### config.mk
export PLATFORM = sky130hd
export DESIGN_NAME = sdx_suspend_dpath
export DESIGN_NICKNAME = d
export VERILOG_FILES = /design/src/rtl/sdx_pkg.sv /design/src/rtl/sdx_susp_track.sv /design/src/rtl/sdx_fe_sync.sv /design/src/rtl/sdx_blk_ctx.sv /design/src/rtl/sdx_dp_fsm.sv /design/src/rtl/sdx_suspend_dpath.sv
export SDC_FILE = /design/constraint.sdc
export NUM_CORES = 1
export LEC_CHECK = 0
export ABC_AREA = 1
export BUFFER_PORTS_ARGS = -buffer_cell sky130_fd_sc_hd__buf_4
export CORE_ASPECT_RATIO = 0.9
export CORE_UTILIZATION = 49
export CTS_CLUSTER_DIAMETER = 30
export CTS_CLUSTER_SIZE = 20
export DETAILED_ROUTE_END_ITERATION = 8
export PLACE_DENSITY = 0.73
export SLEW_MARGIN = 20
export SYNTH_ARGS = -nofsm -noshare
export SYNTH_HDL_FRONTEND = slang
export SYNTH_SLANG_ARGS = --single-unit
### constraint.sdc
create_clock -name clk -period 1.4 [get_ports clk]
set_clock_uncertainty 0.1 [all_clocks]
set_input_delay 0.14 -clock clk [delete_from_list [all_inputs] [get_ports clk]]
set_output_delay 0.14 -clock clk [all_outputs]
set_load 0.02 [all_outputs]
### src/rtl/sdx_pkg.sv
package sdx_pkg;
   typedef enum logic [2:0] {
      ST_IDLE  = 3'd0,
      ST_WSEND = 3'd1,
      ST_WCRC  = 3'd2,
      ST_RRECV = 3'd3,
      ST_RWAIT = 3'd4
   } dp_state_e;
endpackage

### src/rtl/sdx_susp_track.sv
module sdx_susp_track (
   input  logic clk,
   input  logic rst_n,
   input  logic cmd_send,
   input  logic cmd_susp,
   input  logic cmd_resp,
   input  logic cmd_accept,
   output logic susp_ack
);
   logic armed_q;

   // armed_q remembers whether the outstanding command asked for a suspend
   always_ff @(posedge clk or negedge rst_n) begin
      if (!rst_n) begin
         armed_q  <= 1'b0;
         susp_ack <= 1'b0;
      end else begin
         susp_ack <= cmd_resp & cmd_accept & armed_q;
         if (cmd_send)
            armed_q <= cmd_susp;
         else if (cmd_resp)
            armed_q <= 1'b0;
      end
   end
endmodule

### src/rtl/sdx_fe_sync.sv
module sdx_fe_sync #(
   parameter int STAGES = 0
) (
   input  logic clk,
   input  logic rst_n,
   input  logic fe_in,
   output logic fe_out
);
   generate
      if (STAGES == 0) begin : g_direct
         assign fe_out = fe_in;
      end else begin : g_sync
         logic [STAGES-1:0] sh_q;
         always_ff @(posedge clk or negedge rst_n) begin
            if (!rst_n) sh_q[0] <= 1'b1;
            else        sh_q[0] <= fe_in;
         end
         for (genvar g = 1; g < STAGES; g++) begin : g_stage
            always_ff @(posedge clk or negedge rst_n) begin
               if (!rst_n) sh_q[g] <= 1'b1;
               else        sh_q[g] <= sh_q[g-1];
            end
         end
         assign fe_out = sh_q[STAGES-1];
      end
   endgenerate
endmodule

### src/rtl/sdx_blk_ctx.sv
module sdx_blk_ctx #(
   parameter int CNT_W = 8
) (
   input  logic             clk,
   input  logic             rst_n,
   input  logic             load,
   input  logic [CNT_W-1:0] load_cnt,
   input  logic             load_wr,
   input  logic             dec,
   input  logic             save,
   input  logic             restore,
   output logic [CNT_W-1:0] cnt,
   output logic             last,
   output logic             saved_wr
);
   localparam logic [CNT_W-1:0] ONE = CNT_W'(1);

   logic [CNT_W-1:0] cnt_q, saved_q, cnt_m1;
   logic             swr_q;

   assign cnt_m1   = cnt_q - ONE;
   assign cnt      = cnt_q;
   assign last     = (cnt_q == ONE);
   assign saved_wr = swr_q;

   // saving always coincides with a block completion, so the saved
   // count is the value after that block is retired
   always_ff @(posedge clk or negedge rst_n) begin
      if (!rst_n) begin
         cnt_q   <= '0;
         saved_q <= '0;
         swr_q   <= 1'b0;
      end else begin
         if (restore)   cnt_q <= saved_q;
         else if (load) cnt_q <= load_cnt;
         else if (dec)  cnt_q <= cnt_m1;
         if (save) begin
            saved_q <= cnt_m1;
            swr_q   <= load_wr;
         end
      end
   end
endmodule

### src/rtl/sdx_dp_fsm.sv
module sdx_dp_fsm
   import sdx_pkg::*;
(
   input  logic clk,
   input  logic rst_n,
   input  logic start_ok,
   input  logic start_wr,
   input  logic resume_req,
   input  logic susp_ack,
   input  logic blk_done,
   input  logic crc_tok,
   input  logic fe,
   input  logic last,
   input  logic saved_wr,
   output logic ld,
   output logic dec,
   output logic sav,
   output logic rst_ctx,
   output logic cur_wr,
   output dp_state_e state,
   output logic suspended,
   output logic done
);
   dp_state_e st_q, st_d;
   logic pend_q, pend_eff, set_susp, clr_susp, done_d;

   assign pend_eff = pend_q | susp_ack;
   assign state    = st_q;
   assign cur_wr   = (st_q == ST_WSEND) || (st_q == ST_WCRC);

   always_comb begin
      st_d     = st_q;
      ld       = 1'b0;
      dec      = 1'b0;
      sav      = 1'b0;
      rst_ctx  = 1'b0;
      set_susp = 1'b0;
      clr_susp = 1'b0;
      done_d   = 1'b0;
      case (st_q)
         ST_IDLE: begin
            if (resume_req && suspended) begin
               rst_ctx  = 1'b1;
               clr_susp = 1'b1;
               st_d     = saved_wr ? ST_WSEND : ST_RRECV;
            end else if (start_ok) begin
               ld   = 1'b1;
               st_d = start_wr ? ST_WSEND : ST_RRECV;
            end
         end
         ST_WSEND: if (blk_done) st_d = ST_WCRC;
         ST_WCRC: begin
            if (crc_tok) begin
               dec = 1'b1;
               if (last) begin
                  st_d   = ST_IDLE;
                  done_d = 1'b1;
               end else if (pend_eff) begin
                  sav      = 1'b1;
                  set_susp = 1'b1;
                  st_d     = ST_IDLE;
               end else begin
                  st_d = ST_WSEND;
               end
            end
         end
         ST_RRECV: begin
            if (blk_done) begin
               dec = 1'b1;
               if (last) begin
                  st_d   = ST_IDLE;
                  done_d = 1'b1;
               end else if (pend_eff) begin
                  sav  = 1'b1;
                  st_d = ST_RWAIT;
               end
            end
         end
         ST_RWAIT: begin
            if (fe) begin
               set_susp = 1'b1;
               st_d     = ST_IDLE;
            end
         end
         default: st_d = ST_IDLE;
      endcase
   end

   always_ff @(posedge clk or negedge rst_n) begin
      if (!rst_n) begin
         st_q      <= ST_IDLE;
         pend_q    <= 1'b0;
         suspended <= 1'b0;
         done      <= 1'b0;
      end else begin
         st_q   <= st_d;
         done   <= done_d;
         // a pending suspend survives only inside one running transfer
         pend_q <= pend_eff && (st_q != ST_IDLE) && (st_q != ST_RWAIT) &&
                   (st_d != ST_IDLE) && (st_d != ST_RWAIT);
         if (set_susp)      suspended <= 1'b1;
         else if (clr_susp) suspended <= 1'b0;
      end
   end
endmodule

### src/rtl/sdx_suspend_dpath.sv
module sdx_suspend_dpath
   import sdx_pkg::*;
#(
   parameter int CNT_W   = 8,
   parameter int FE_SYNC = 0
) (
   input  logic             clk,
   input  logic             rst_n,
   input  logic             xfer_start,
   input  logic             xfer_dir,
   input  logic [CNT_W-1:0] xfer_blocks,
   input  logic             resume_req,
   input  logic             cmd_send,
   input  logic             cmd_susp,
   input  logic             cmd_resp,
   input  logic             cmd_accept,
   input  logic             blk_done,
   input  logic             crc_tok,
   input  logic             fifo_empty,
   output logic             dp_idle,
   output logic             dp_writing,
   output logic             rx_drain,
   output logic             dp_suspended,
   output logic [CNT_W-1:0] blocks_left,
   output logic             xfer_done
);
   generate
      if (CNT_W < 2 || CNT_W > 16) begin : g_bad_cnt
         $error("sdx_suspend_dpath: CNT_W must be 2..16");
      end
      if (FE_SYNC < 0 || FE_SYNC > 3) begin : g_bad_sync
         $error("sdx_suspend_dpath: FE_SYNC must be 0..3");
      end
   endgenerate

   logic      susp_ack, fe_eff, last, saved_wr, cur_wr;
   logic      ld, dec, sav, rst_ctx, start_ok;
   dp_state_e state;

   assign start_ok = xfer_start && (xfer_blocks != '0);

   sdx_susp_track u_trk (
      .clk(clk), .rst_n(rst_n), .cmd_send(cmd_send), .cmd_susp(cmd_susp),
      .cmd_resp(cmd_resp), .cmd_accept(cmd_accept), .susp_ack(susp_ack)
   );

   sdx_fe_sync #(.STAGES(FE_SYNC)) u_fes (
      .clk(clk), .rst_n(rst_n), .fe_in(fifo_empty), .fe_out(fe_eff)
   );

   sdx_blk_ctx #(.CNT_W(CNT_W)) u_ctx (
      .clk(clk), .rst_n(rst_n), .load(ld), .load_cnt(xfer_blocks),
      .load_wr(cur_wr), .dec(dec), .save(sav), .restore(rst_ctx),
      .cnt(blocks_left), .last(last), .saved_wr(saved_wr)
   );

   sdx_dp_fsm u_fsm (
      .clk(clk), .rst_n(rst_n), .start_ok(start_ok), .start_wr(xfer_dir),
      .resume_req(resume_req), .susp_ack(susp_ack), .blk_done(blk_done),
      .crc_tok(crc_tok), .fe(fe_eff), .last(last), .saved_wr(saved_wr),
      .ld(ld), .dec(dec), .sav(sav), .rst_ctx(rst_ctx), .cur_wr(cur_wr),
      .state(state), .suspended(dp_suspended), .done(xfer_done)
   );

   assign dp_idle    = (state == ST_IDLE);
   assign rx_drain   = (state == ST_RWAIT);
   assign dp_writing = cur_wr;
endmodule

==> out/results.ini <==
[run_status]
run_status=complete, but fails checks
violations=hold timing, setup timing

[sta]
slew_viol_final=0
timing.hold.ws_ns=-0.004450
setup_viol=26
fin_crit_ns=1.753
max_freq_mhz=570.3
slew_headroom_pct=77.34
finalHoldViolations=1
rsz0062_at_grt=yes
fin_ws_ns=-0.3533
post-route-period-util_pct=125.2
worst_pin_slew_ns=0.3399

[pwr]
vdd_drop_max_mv=1.610
power.leakage_nw=1.465
power_density_nw_per_um2=2222

[global_route]
grt_pass1_wl_um=7590
grt_max_degree=26
grt_remaining_overflow=0
grt_usage_pct=30.27
antenna_found_initial=0
first_global_vias=1686

[synthesis]
synth_nets=248
ys.flop_type=dfrtp_1
async_flop_share_pct=100.0
synth_top_area_share_pct=40.26
synth_common_cells=nand2_1, inv_1, nor2_1
synth.most_common_cell=nand2_1
synth_largest_area_cell=dfrtp_1
avgSynthCellArea_um2=6.876
ys_seq_area_share_pct=40.26
ys_warn_count=0
synthesis.area_um2=1554
synth_cell_type_count=26
synthTopCellsByArea=dfrtp_1, nand2_1, inv_1
syn_inst=226
synth-seq-cells=25
synth_edf_count=0

[layout]
multi_input_area_um2=1008
fin_util_pct=86.51
final.fill_count=170
layout.nets=343
register_area_um2=628.1
drive_gt1_share_pct=49.69
final_cell_count_no_fill=362
n_antenna_cell=0
syn_to_final_growth_pct=69.40

[worst_setup_path]
cp-start-kind=flip-flop
crit_path_end_kind=flip-flop
critPathRequiredTime_ns=1.55
cp_data_arrival_time_ns=1.90
crit_fanout=13
worst-setup-path-type=reg2reg

[floorplan]
num_rows=19
pin_count=33
die_h_um=55.43
initial_core_util_pct=51.07
core_um2=3043
die_w_um=61.36
die_area_um2=3401

[drt]
wl_per_cell_um=15.59
drt_iter0_drc=153
firstDrtPassIters=4
drc_errors=0
ant_nets=0
wirelength_um=5645
avgViaCountPerCell=5.287
via_count=1914

[clock_network]
cts-root-buf=clkbuf_4
cts_max_level=1
cts.sinks=25
cts_tree=built
insertion_delay_ns=0.35
clock_path_buffers=2
numCtsBuffers=3
clk_pin_slew_ns=0.17

[placement]
gp_congestion=0.8209
dp_cells=336
io_buffers=32
dp_hpwl_um=3064

[worst_hold_path]
hold_path_class=in2reg

[job]
maxCapViolCount=0

logic make-up after synthesis:
logic type	synth area share, %
adder cells (fa/ha/maj)	1.610
XOR/XNOR	1.691
flip-flops	40.26
buffers and inverters	10.87
AO/OA/AOI/OAI	8.052
AND/OR/NAND/NOR	37.52
metrics by stage:
stage	worst slack (ns)	hold WS (ns)	instance area, µm²	power, mW	setup TNS [ns]
3_3_place_gp	-0.1668	-0.03370	2136	4.207	-2.507
6_report	-0.3533	-0.004450	2633	5.849	-5.974
2_1_floorplan	-0.1744	-0.2556	1584	2.920	-2.829
3_5_place_dp	-0.2443	-0.03421	2136	4.282	-3.681
4_1_cts	-0.2207	0.01398	2406	5.009	-4.057
5_1_grt	-0.3873	0.007633	2633	6.168	-7.388
area by class of cell:
type / count / share of cell area [%]
Inverter: 37 / 5.751
Timing Repair Buffer: 92 / 29.09
Sequential cell: 25 / 23.86
Clock buffer: 4 / 0.9981
Tap cell: 42 / 1.996
Multi-Input combinational cell: 162 / 38.31
cell usage in the layout, fill, tap and decap left out, drive strengths merged:
master / n
a21boi: 1
dfrtp: 25
o21ai: 12
nand3: 18
nand2: 74
nand3b: 3
and3: 1
buf: 86
inv: 36
nor2: 36
a22o: 1
nand4: 3
xor2: 3
a21oi: 5
dlygate4sd3: 6
ha: 2
clkbuf: 4
clkinv: 1
a31oi: 1
o22ai: 1
a22oi: 1
critical path, cell delays in order (launching register included):
cell and delay [ns]:
dfrtp_1 0.44, inv_2 0.11, buf_4 0.12, nor2_2 0.04, nand2_1 0.13, o21ai_4 0.11
nor2_2 0.15, nand2_2 0.13, inv_8 0.14, nor2_1 0.06, nand2_1 0.07, nand2_1 0.05
flip-flops by register name (all words and copies together) (netlist names):
name,flops
u_ctx.cnt,8
u_ctx.saved_q,8
u_fsm.state,3
u_ctx.saved_wr,1
u_fsm.done,1
u_fsm.pend_q,1
u_fsm.suspended,1
u_trk.armed_q,1
u_trk.susp_ack,1
what timing repair did:
item / 4_1_cts / 5_1_grt
resized for setup: 31 / 54
setup buffers: 11 / 5
cloned: 0 / 1
pin swaps: 8 / 12
endpoints found under the hold margin: 29 / 0
hold buffers: 6 / 0
setup endpoints to repair: 24 / 27
metal layers:
metal / share of wire (%) / wire length (µm) / GRT usage [%]
met1: 41 / 2292 / 41.92
met2: 49 / 2738 / 47.36
met3: 7.4 / 419 / 5.386
met4: 3.5 / 195 / 10.16
met5: 0 / 0 / 0
report_power, final:
group	switching, mW	internal (mW)	total (mW)	leakage [nW]
Clock	0.260	0.112	0.372	0.0150
Sequential	0.233	1.02	1.25	0.309
Combinational	2.25	1.97	4.23	1.14
Total	2.75	3.10	5.85	1.47
path summary, 6_finish.rpt:
| kind | slack [ns] | endpoint | cells after the start | from |
|---|---|---|---|---|
| setup reg to reg | -0.35 | u_ctx.cnt[3]$_DFFE_PN0P_ | 11 | u_fsm.state[0]$_DFF_PN0_ |
| max in group asynchronous | 0.78 | u_ctx.cnt[1]$_DFFE_PN0P_ | 2 | rst_n |
| hold reg to reg | 0.42 | u_trk.armed_q$_DFFE_PN0P_ | 1 | u_trk.armed_q$_DFFE_PN0P_ |
| min in group asynchronous | 0.12 | u_ctx.cnt[6]$_DFFE_PN0P_ | 2 | rst_n |
| setup / recovery | -0.35 | u_ctx.cnt[3]$_DFFE_PN0P_ | 11 | u_fsm.state[0]$_DFF_PN0_ |
| hold / removal | -0.004 | u_ctx.cnt[1]$_DFFE_PN0P_ | 5 | xfer_blocks[1] |
Note: power is estimated with default switching activity, not from simulation.
